**config.mk**
```make
export PLATFORM = sky130hd
export DESIGN_NAME = xdepth_ctl
export DESIGN_NICKNAME = d
export VERILOG_FILES = /design/src/rtl/xdepth_pkg.sv /design/src/rtl/xdepth_token.sv /design/src/rtl/xdepth_level.sv /design/src/rtl/xdepth_ctl.sv
export SDC_FILE = /design/constraint.sdc
export NUM_CORES = 1
export LEC_CHECK = 0
export ABC_AREA = 1
export BUFFER_PORTS_ARGS = -buffer_cell sky130_fd_sc_hd__buf_2
export CORE_MARGIN = 2
export CORE_UTILIZATION = 25
export CTS_BUF_LIST = sky130_fd_sc_hd__clkbuf_4 sky130_fd_sc_hd__clkbuf_8
export DETAILED_ROUTE_END_ITERATION = 8
export HOLD_SLACK_MARGIN = 0.12
export PLACE_DENSITY = 0.51
export SKIP_LAST_GASP = 1
export SLEW_MARGIN = 10
export SYNTH_ARGS = -nofsm -noshare
export SYNTH_HDL_FRONTEND = slang
export SYNTH_SLANG_ARGS = --single-unit
```
**constraint.sdc**
```tcl
create_clock -name clk_i -period 3.59 [get_ports clk_i]
set_clock_uncertainty 0.15 [all_clocks]
set_input_delay 0.5385 -clock clk_i [delete_from_list [all_inputs] [get_ports clk_i]]
set_output_delay 0.5385 -clock clk_i [all_outputs]
set_load 0.03 [all_outputs]
```
**src/rtl/xdepth_pkg.sv**
```systemverilog
package xdepth_pkg;
  typedef enum logic {
    TOK_WR = 1'b0,
    TOK_RD = 1'b1
  } tok_kind_e;
endpackage

```
**src/rtl/xdepth_token.sv**
```systemverilog
module xdepth_token #(
  parameter int DEPTH = 512,
  parameter int AW    = 9
) (
  input  logic          clk_i,
  input  logic          rst_ni,
  input  logic          load_i,
  input  logic          init_own_i,
  input  logic          solo_i,
  input  logic          strobe_i,
  input  logic          block_i,
  input  logic          claim_i,
  input  logic          rewind_i,
  output logic          own_o,
  output logic          fire_o,
  output logic          last_o,
  output logic [AW-1:0] addr_o
);
  localparam logic [AW-1:0] LAST = AW'(DEPTH - 1);

  logic          own_q;
  logic [AW-1:0] addr_q;
  logic          at_last;

  assign at_last = (addr_q == LAST);
  assign fire_o  = own_q && strobe_i && !block_i;
  assign last_o  = fire_o && at_last;
  assign own_o   = own_q;
  assign addr_o  = addr_q;

  always_ff @(posedge clk_i or negedge rst_ni) begin
    if (!rst_ni) begin
      own_q  <= 1'b0;
      addr_q <= '0;
    end else if (load_i) begin
      own_q  <= init_own_i;
      addr_q <= '0;
    end else begin
      if (rewind_i)    addr_q <= '0;
      else if (fire_o) addr_q <= at_last ? '0 : addr_q + 1'b1;
      // handoff drops the token; a claim takes it
      if (last_o && !solo_i) own_q <= 1'b0;
      else if (claim_i)      own_q <= 1'b1;
    end
  end

  // address wraps after the last location
  p_addr_wrap_r5: assert property (@(posedge clk_i) disable iff (!rst_ni)
    (last_o && !rewind_i) |=> (addr_q == '0));

  // token released after handoff in depth mode
  p_release_r6: assert property (@(posedge clk_i) disable iff (!rst_ni)
    (last_o && !solo_i) |=> !own_q);

  // standalone never loses a token it holds
  p_solo_keep_r10: assert property (@(posedge clk_i) disable iff (!rst_ni)
    (solo_i && own_q && !load_i) |=> own_q);
endmodule

```
**src/rtl/xdepth_level.sv**
```systemverilog
module xdepth_level #(
  parameter int DEPTH = 512,
  parameter int AW    = 9,
  parameter int CW    = 10
) (
  input  logic          clk_i,
  input  logic          rst_ni,
  input  logic          load_i,
  input  logic          solo_i,
  input  logic          inc_i,
  input  logic          dec_i,
  input  logic          wr_wrap_i,
  input  logic          rewind_i,
  input  logic [AW-1:0] wr_addr_i,
  output logic          full_o,
  output logic          empty_o,
  output logic          half_o
);
  logic [CW-1:0] cnt_q;
  logic          wrapped_q;

  assign full_o  = (cnt_q == CW'(DEPTH));
  assign empty_o = (cnt_q == '0);
  assign half_o  = solo_i && (cnt_q > CW'(DEPTH / 2));

  always_ff @(posedge clk_i or negedge rst_ni) begin
    if (!rst_ni) begin
      cnt_q     <= '0;
      wrapped_q <= 1'b0;
    end else if (load_i) begin
      cnt_q     <= '0;
      wrapped_q <= 1'b0;
    end else begin
      wrapped_q <= wrapped_q | wr_wrap_i;
      if (rewind_i) cnt_q <= wrapped_q ? CW'(DEPTH) : CW'(wr_addr_i);
      else          cnt_q <= cnt_q + CW'(inc_i) - CW'(dec_i);
    end
  end

  p_no_overflow_r8: assert property (@(posedge clk_i) disable iff (!rst_ni)
    cnt_q <= CW'(DEPTH));

  p_full_hold_r8: assert property (@(posedge clk_i) disable iff (!rst_ni)
    (full_o && !dec_i && !rewind_i && !load_i) |=> full_o);

  p_empty_hold_r9: assert property (@(posedge clk_i) disable iff (!rst_ni)
    (empty_o && !inc_i && !rewind_i) |=> empty_o);
endmodule

```
**src/rtl/xdepth_ctl.sv**
```systemverilog
module xdepth_ctl
  import xdepth_pkg::*;
#(
  parameter int DEPTH = 512,
  localparam int AW = (DEPTH > 1) ? $clog2(DEPTH) : 1,
  localparam int CW = $clog2(DEPTH + 1)
) (
  input  logic          clk_i,
  input  logic          rst_ni,
  input  logic          first_n_i,
  input  logic          xin_n_i,
  output logic          xout_n_o,
  input  logic          wr_strobe_i,
  input  logic          rd_strobe_i,
  input  logic          retx_i,
  output logic          wr_en_o,
  output logic [AW-1:0] wr_addr_o,
  output logic          rd_en_o,
  output logic [AW-1:0] rd_addr_o,
  output logic          full_o,
  output logic          empty_o,
  output logic          half_o
);
  logic cfg_q, solo_q, xout_q;
  logic load, init_solo, init_own, retx_eff, pulse_in;
  logic loc_full, loc_empty;
  logic [1:0] strobe, block, claim, rewind, own, fire, last;
  logic [AW-1:0] addr [2];

  assign load      = !cfg_q;
  assign init_solo = !xin_n_i && first_n_i;
  assign init_own  = init_solo || !first_n_i;
  assign retx_eff  = retx_i && solo_q && cfg_q;
  assign pulse_in  = cfg_q && !solo_q && !xin_n_i;

  always_ff @(posedge clk_i or negedge rst_ni) begin
    if (!rst_ni) begin
      cfg_q  <= 1'b0;
      solo_q <= 1'b0;
    end else if (!cfg_q) begin
      cfg_q  <= 1'b1;
      solo_q <= init_solo;
    end
  end

  assign strobe[TOK_WR] = wr_strobe_i && cfg_q && !retx_eff;
  assign strobe[TOK_RD] = rd_strobe_i && cfg_q && !retx_eff;
  assign block[TOK_WR]  = loc_full;
  assign block[TOK_RD]  = loc_empty;
  // token kind is decided by the strobe seen with the pulse
  assign claim[TOK_WR]  = pulse_in && wr_strobe_i;
  assign claim[TOK_RD]  = pulse_in && !wr_strobe_i && rd_strobe_i;
  assign rewind[TOK_WR] = 1'b0;
  assign rewind[TOK_RD] = retx_eff;

  for (genvar t = 0; t < 2; t++) begin : g_tok
    xdepth_token #(.DEPTH(DEPTH), .AW(AW)) u_tok (
      .clk_i     (clk_i),
      .rst_ni    (rst_ni),
      .load_i    (load),
      .init_own_i(init_own),
      .solo_i    (solo_q),
      .strobe_i  (strobe[t]),
      .block_i   (block[t]),
      .claim_i   (claim[t]),
      .rewind_i  (rewind[t]),
      .own_o     (own[t]),
      .fire_o    (fire[t]),
      .last_o    (last[t]),
      .addr_o    (addr[t])
    );
  end

  xdepth_level #(.DEPTH(DEPTH), .AW(AW), .CW(CW)) u_level (
    .clk_i    (clk_i),
    .rst_ni   (rst_ni),
    .load_i   (load),
    .solo_i   (solo_q),
    .inc_i    (fire[TOK_WR]),
    .dec_i    (fire[TOK_RD]),
    .wr_wrap_i(last[TOK_WR]),
    .rewind_i (retx_eff),
    .wr_addr_i(addr[TOK_WR]),
    .full_o   (loc_full),
    .empty_o  (loc_empty),
    .half_o   (half_o)
  );

  always_ff @(posedge clk_i or negedge rst_ni) begin
    if (!rst_ni) xout_q <= 1'b1;
    else         xout_q <= !(!solo_q && (last[TOK_WR] || last[TOK_RD]));
  end

  assign xout_n_o  = xout_q;
  assign wr_en_o   = fire[TOK_WR];
  assign wr_addr_o = addr[TOK_WR];
  assign rd_en_o   = fire[TOK_RD];
  assign rd_addr_o = addr[TOK_RD];
  assign full_o    = own[TOK_WR] && loc_full;
  assign empty_o   = own[TOK_RD] && loc_empty;

  p_pulse_width_r5: assert property (@(posedge clk_i) disable iff (!rst_ni)
    !xout_q |=> xout_q);

  p_solo_quiet_r10: assert property (@(posedge clk_i) disable iff (!rst_ni)
    solo_q |-> xout_q);

  p_no_access_in_cfg_r1: assert property (@(posedge clk_i) disable iff (!rst_ni)
    !cfg_q |-> !(wr_en_o || rd_en_o));

  p_half_depth_r11: assert property (@(posedge clk_i) disable iff (!rst_ni)
    (cfg_q && !solo_q) |-> !half_o);
endmodule

```
==> flow_metrics.py, run 1 <==
metrics = {
    "outcome": {
        "status": "complete, no violations",
    },
    "floorplan": {
        "core-area_um2": 9284,
        "row_count": 35,
        "die-area_um2": 10430,
        "die_h_um": 102.1,
        "initial_core_util_pct": 25.92,
        "fp.dieW_um": 102.1,
        "boundaryPins": 31,
    },
    "logic_synthesis": {
        "synthArstFlopShare_pct": 100.0,
        "seq_area_frac_synth_pct": 35.41,
        "synth_edf_count": 0,
        "synthDistinctLibCells": 36,
        "syn_inst": 324,
        "synth_fp_nets": 352,
        "synth_seq_cells": 34,
        "synth.top_cells.by_area": "dfrtp_1, nand2_1, ha_1",
        "yosysWarnings": 0,
        "yosysMostFrequentCell": "nand2_1",
        "synth_top_area_share_pct": 34.32,
        "synth_top_cell_by_area": "dfrtp_1",
        "ys_top_cells_by_count": "nand2_1, inv_1, dfrtp_1",
        "synthFlopType": "dfrtp_1",
        "syn_area_per_cell_um2": 7.426,
        "syn_area_um2": 2406,
    },
    "routing": {
        "viasPerCell": 4.357,
        "postRouteAntennaNets": 0,
        "drtIter0Drc": 61,
        "wl_per_cell_um": 11.67,
        "drc": 0,
        "vias": 2126,
        "dr.pass1.iters": 4,
        "routed_wl_um": 5695,
    },
    "clocking": {
        "htreeDepth": 2,
        "cts_buffer_depth": 2,
        "postCtsSetupBuffers": 0,
        "cts_hold_buf": 0,
        "root_buffer": "clkbuf_8",
        "cts_buffers": 5,
        "cts_tree": "yes",
        "cts-resized-gates": 0,
        "clock-sinks": 34,
        "clk-insertion-delay-late_ns": 0.29,
        "path_clk_slew_ns": 0.07,
    },
    "worst_hold_path": {
        "hold_class": "in -> async",
    },
    "setup_path": {
        "start_kind": "register",
        "ff2ff_path_depth": 17,
        "rrSetupSlack_ns": 0.46,
        "cp.required_ns": 3.64,
        "crit_fanout": 10,
        "cp.arrival_ns": 3.17,
        "path_class": "reg -> reg",
        "regToRegStartpoint": "cfg_q",
        "worstSetupEndpointType": "register",
        "rr_endpoint": "u_level.cnt_q[8]",
    },
    "timing": {
        "period_share_pct": 87.16,
        "fmax_mhz": 319.6,
        "tns_ns": 0,
        "drv_slew": 0,
        "relSlewSlack_pct": 46.10,
        "fin_ws_ns": 0.4611,
        "grt_setup_unrepaired": "no",
        "tightest_slew_ns": 0.8086,
        "finalCriticalPeriod_ns": 3.129,
        "finalHoldViolCount": 0,
        "setup_viol": 0,
    },
    "global_routing": {
        "grt_overflow_total": 0,
        "grt_max_degree": 35,
        "grt_use_total_pct": 12.28,
        "grt_pass1_vias": 2089,
        "grt_pass1_wl_um": 10120,
        "antenna_found_initial": 0,
    },
    "finish": {
        "antenna_cells": 0,
        "area_delta_synth_final_pct": 15.50,
        "finalNonFillerCells": 488,
        "n_fill_cell": 1063,
        "drive_gt1_share_pct": 14.76,
        "nets": 386,
    },
    "run": {
        "drv_cap": 0,
    },
    "placed_design": {
        "dpl.hpwl_um": 4552,
        "portBuffers": 30,
        "place_inst": 480,
        "gp_congestion": 0.8715,
        "dpl_worst_slack_ns": 0.4662,
    },
    "power": {
        "p_leak_nw": 1.459,
        "power_density_nw_per_um2": 585.7,
        "peakVddDrop_v": 0.0001807,
    },
}
==> cells by family after synthesis <==
logic type,Yosys count,synth area share (%)
xor gates and xnor gates,3,1.092
adders and majority gates,21,11.23
DFF,34,35.41
and+or+nand+nor,148,28.65
other,1,0.1559
buffers and inverters,64,10.92
AOI/OAI and AO/OA,53,12.53
==> through the flow <==
stage,instance area (um2),power [W],utilization [%],hold slack (ns)
2_1_floorplan,2406,0.001141,-,0.09291
4_1_cts,2779,0.001648,29.93,0.2135
3_5_place_dp,2684,0.001327,28.91,0.3870
3_3_place_gp,2684,0.001331,28.91,0.3692
5_1_grt,2779,0.001813,29.93,0.2386
6_report,2779,0.001628,29.93,0.1775
==> final cells by class <==
class | count | area (um2) | share of cell area [%]
multi-input cells | 226 | 1291 | 46.47
flip-flops and latches | 34 | 852.1 | 30.66
inverters | 61 | 229.0 | 8.240
well taps | 129 | 161.4 | 5.808
repair buffers | 30 | 150.1 | 5.403
clock buffers | 6 | 82.58 | 2.972
clock inverters | 2 | 12.51 | 0.4502
==> flip-flops by register name, summed over array words and instances (netlist names) <==
signal,count
cfg_q,1
g_tok.u_tok.addr_o,18
g_tok.u_tok.own_o,2
solo_q,1
u_level.cnt_q,10
u_level.wrapped_q,1
xout_n_o,1
==> worst max-delay path, cell delays in order, from the launching register on <==
cell	delay, ns
dfrtp_1	0.59
nand3_4	0.22
nand2_4	0.19
nor2_4	0.05
nand2_4	0.10
inv_1	0.10
ha_1	0.29
inv_1	0.04
ha_1	0.22
fa_1	0.45
nand3_1	0.11
o211ai_1	0.14
nand2_1	0.12
nand2_1	0.05
nand2_1	0.06
nand3_1	0.06
nand2_1	0.06
inv_1	0.04
==> where the power goes <==
part           switching [W]  internal [W]  leakage (nW)  total, W
clock               0.000155      0.000154        0.0472  0.000309
sequential         0.0000404      0.000437         0.453  0.000478
combinational       0.000540      0.000301         0.959  0.000841
==> metal layers <==
| metal | wire length, um | part of all wire (%) | GRT usage [%] | up-vias |
|---|---|---|---|---|
| met5 | 0 | 0 | 0 | - |
| met4 | 76 | 1.3 | 3.795 | 0 |
| met3 | 190 | 3.3 | 2.873 | 6 |
| met2 | 2669 | 47 | 19.64 | 37 |
| met1 | 2757 | 48 | 16.53 | 974 |
| li1 | - | - | - | 1109 |
==> cells in the final DEF (no fill, tap or decap), drive strengths merged, types with 2 or more instances in the layout <==
cell and n:
o21a 4, clkinv 2, a21oi 16, and2 2, ha 20, nand2 75, buf 30, nor3 4
nor2 35, nand4 5, clkbuf 6, inv 60, dfrtp 33, nand3 25, xor2 2, o21ai 27
==> worst max-delay path by stage <==
stage	cells past startpoint	from	end	slack [ns]
after floorplan	19	u_level.cnt_q[4]	u_level.cnt_q[8]	0.73
after global placement	17	cfg_q	u_level.cnt_q[8]	0.60
after detailed placement	18	retx_i	u_level.cnt_q[8]	0.47
after CTS	17	cfg_q	u_level.cnt_q[8]	0.44
after global routing	17	cfg_q	u_level.cnt_q[8]	0.20
final	17	cfg_q	u_level.cnt_q[8]	0.46
Note: power is estimated with default switching activity, not from simulation.
==> run 2: changes to the inputs <==
==> constraint.sdc (replaced) <==
create_clock -name clk_i -period 3.8 [get_ports clk_i]
set_clock_uncertainty 0.15 [all_clocks]
set_input_delay 0.57 -clock clk_i [delete_from_list [all_inputs] [get_ports clk_i]]
set_output_delay 0.57 -clock clk_i [all_outputs]
set_load 0.03 [all_outputs]
==> flow_metrics.py, run 2 (synthesis results as in run 1) <==
metrics = {
    "clocking": {
        "postCtsSetupBuffers": 0,
        "cts_buffer_depth": 2,
        "cts_hold_buf": 0,
        "clock-sinks": 34,
        "cts_buffers": 5,
        "clk-insertion-delay-late_ns": 0.29,
        "cts_tree": "yes",
        "root_buffer": "clkbuf_8",
        "cts-resized-gates": 0,
        "path_clk_slew_ns": 0.08,
        "htreeDepth": 2,
    },
    "routing": {
        "wl_per_cell_um": 11.52,
        "routed-wl-met2_um": 2553,
        "dr.pass1.iters": 4,
        "top_layer": "met4",
        "viasPerCell": 4.285,
        "wl_met3_um": 200,
        "drtIter0Drc": 109,
        "vias": 2091,
        "routed_wl_um": 5624,
        "postRouteAntennaNets": 0,
        "drt-met1-wl_um": 2801,
        "drc": 0,
    },
    "timing": {
        "drv_slew": 0,
        "fin_ws_ns": 0.7342,
        "finalHoldViolCount": 0,
        "fmax_mhz": 326.2,
        "period_share_pct": 80.68,
        "grt_setup_unrepaired": "no",
        "relSlewSlack_pct": 47.83,
        "hold_ws_ns": 0.2023,
        "tightest_slew_ns": 0.7825,
        "setup_viol": 0,
        "tns_ns": 0,
        "finalCriticalPeriod_ns": 3.066,
    },
    "power": {
        "peakVddDrop_v": 0.0001984,
        "power_density_nw_per_um2": 551.7,
        "p_leak_nw": 1.460,
    },
    "worst_hold_path": {
        "hold_class": "in -> async",
    },
    "placed_design": {
        "dpl.hpwl_um": 4471,
        "portBuffers": 30,
        "dpl_worst_slack_ns": 0.7044,
        "gp_congestion": 0.8632,
        "placed_cell_area_um2": 2684,
    },
    "floorplan": {
        "die-area_um2": 10430,
        "die_h_um": 102.1,
        "boundaryPins": 31,
        "core-area_um2": 9284,
        "initial_core_util_pct": 25.92,
        "fp.dieW_um": 102.1,
        "row_count": 35,
    },
    "setup_path": {
        "cp.required_ns": 3.84,
        "worstSetupEndpointType": "register",
        "crit_fanout": 10,
        "path_class": "reg -> reg",
        "cp.arrival_ns": 3.10,
        "start_kind": "register",
    },
    "run": {
        "drv_cap": 0,
    },
    "finish": {
        "final_cell_mix": "nand2_1, inv_1, dfrtp_1",
        "largest_reg_flops": 18,
        "area_delta_synth_final_pct": 15.29,
        "nets": 386,
        "drive_gt1_share_pct": 14.76,
        "layout_commonest_cell": "nand2_1",
        "antenna_cells": 0,
        "design_area_um2": 2774,
    },
    "global_routing": {
        "antenna_found_initial": 0,
        "grt_max_degree": 35,
        "grt_pass1_vias": 2053,
        "grt_overflow_total": 0,
        "grt_pass1_wl_um": 9811,
        "grt_use_total_pct": 11.82,
    },
    "outcome": {
        "status": "complete, no violations",
    },
}
run 2: cell types whose count changed in the layout (fill, tap and decap cells not counted), sizes merged:
cell,before,now
clkinv,2,3
clkinvlp,1,0
run 2: per-stage QoR:
stage	power, W	utilization, %	cells
floorplan	0.001078	-	324
global placement	0.001256	28.91	480
detailed placement	0.001250	28.91	480
CTS	0.001547	29.88	488
global route	0.001691	29.88	488
finish	0.001530	29.88	488
run 2: critical path, stage by stage (launching register included):
cell and delay [ns]:
dfrtp_1 0.58, nand3_4 0.21, nand2_4 0.19, nor2_4 0.05
nand2_4 0.10, inv_1 0.09, ha_1 0.28, inv_1 0.04
ha_1 0.21, fa_1 0.43, nand3_1 0.11, o211ai_1 0.14
nand2_1 0.12, nand2_1 0.05, nand2_1 0.05, nand3_1 0.06
nand2_1 0.06, inv_1 0.04
run 2: routing by layer:
layer / up-vias / GRT usage [%]
met5: - / 0
met4: 0 / 2.769
met3: 5 / 2.462
met2: 28 / 19.08
met1: 961 / 16.32
li1: 1097 / -
run 2: final cells by class:
cell class	count	area, um2
tap	129	161.4
sequential	34	852.1
clock buffer	6	76.32
clock inverter	2	13.76
fill	1058	6510
inverter	61	229.0
multi-input combinational	226	1291
timing repair buffer	30	150.1
run 2: worst paths after layout:
| check | startpoint | to | slack [ns] | cells past startpoint |
|---|---|---|---|---|
| max in group asynchronous | rst_ni | u_level.cnt_q[4] | 2.80 | 1 |
| setup reg to reg | cfg_q | u_level.cnt_q[8] | 0.73 | 17 |
| hold reg to reg | g_tok[1].u_tok.addr_o[3] | g_tok[1].u_tok.addr_o[3] | 0.39 | 2 |
| min in group clk_i | xin_n_i | solo_q | 0.35 | 2 |
| hold / removal | rst_ni | g_tok[1].u_tok.addr_o[7] | 0.20 | 1 |
| setup / recovery | cfg_q | u_level.cnt_q[8] | 0.73 | 17 |
run 2: power breakdown:
group | total [W] | switching [W] | internal, W | leakage [nW]
clock | 0.000284 | 0.000147 | 0.000137 | 0.0486
combinational | 0.000796 | 0.000512 | 0.000284 | 0.959
sequential | 0.000450 | 0.0000373 | 0.000413 | 0.453
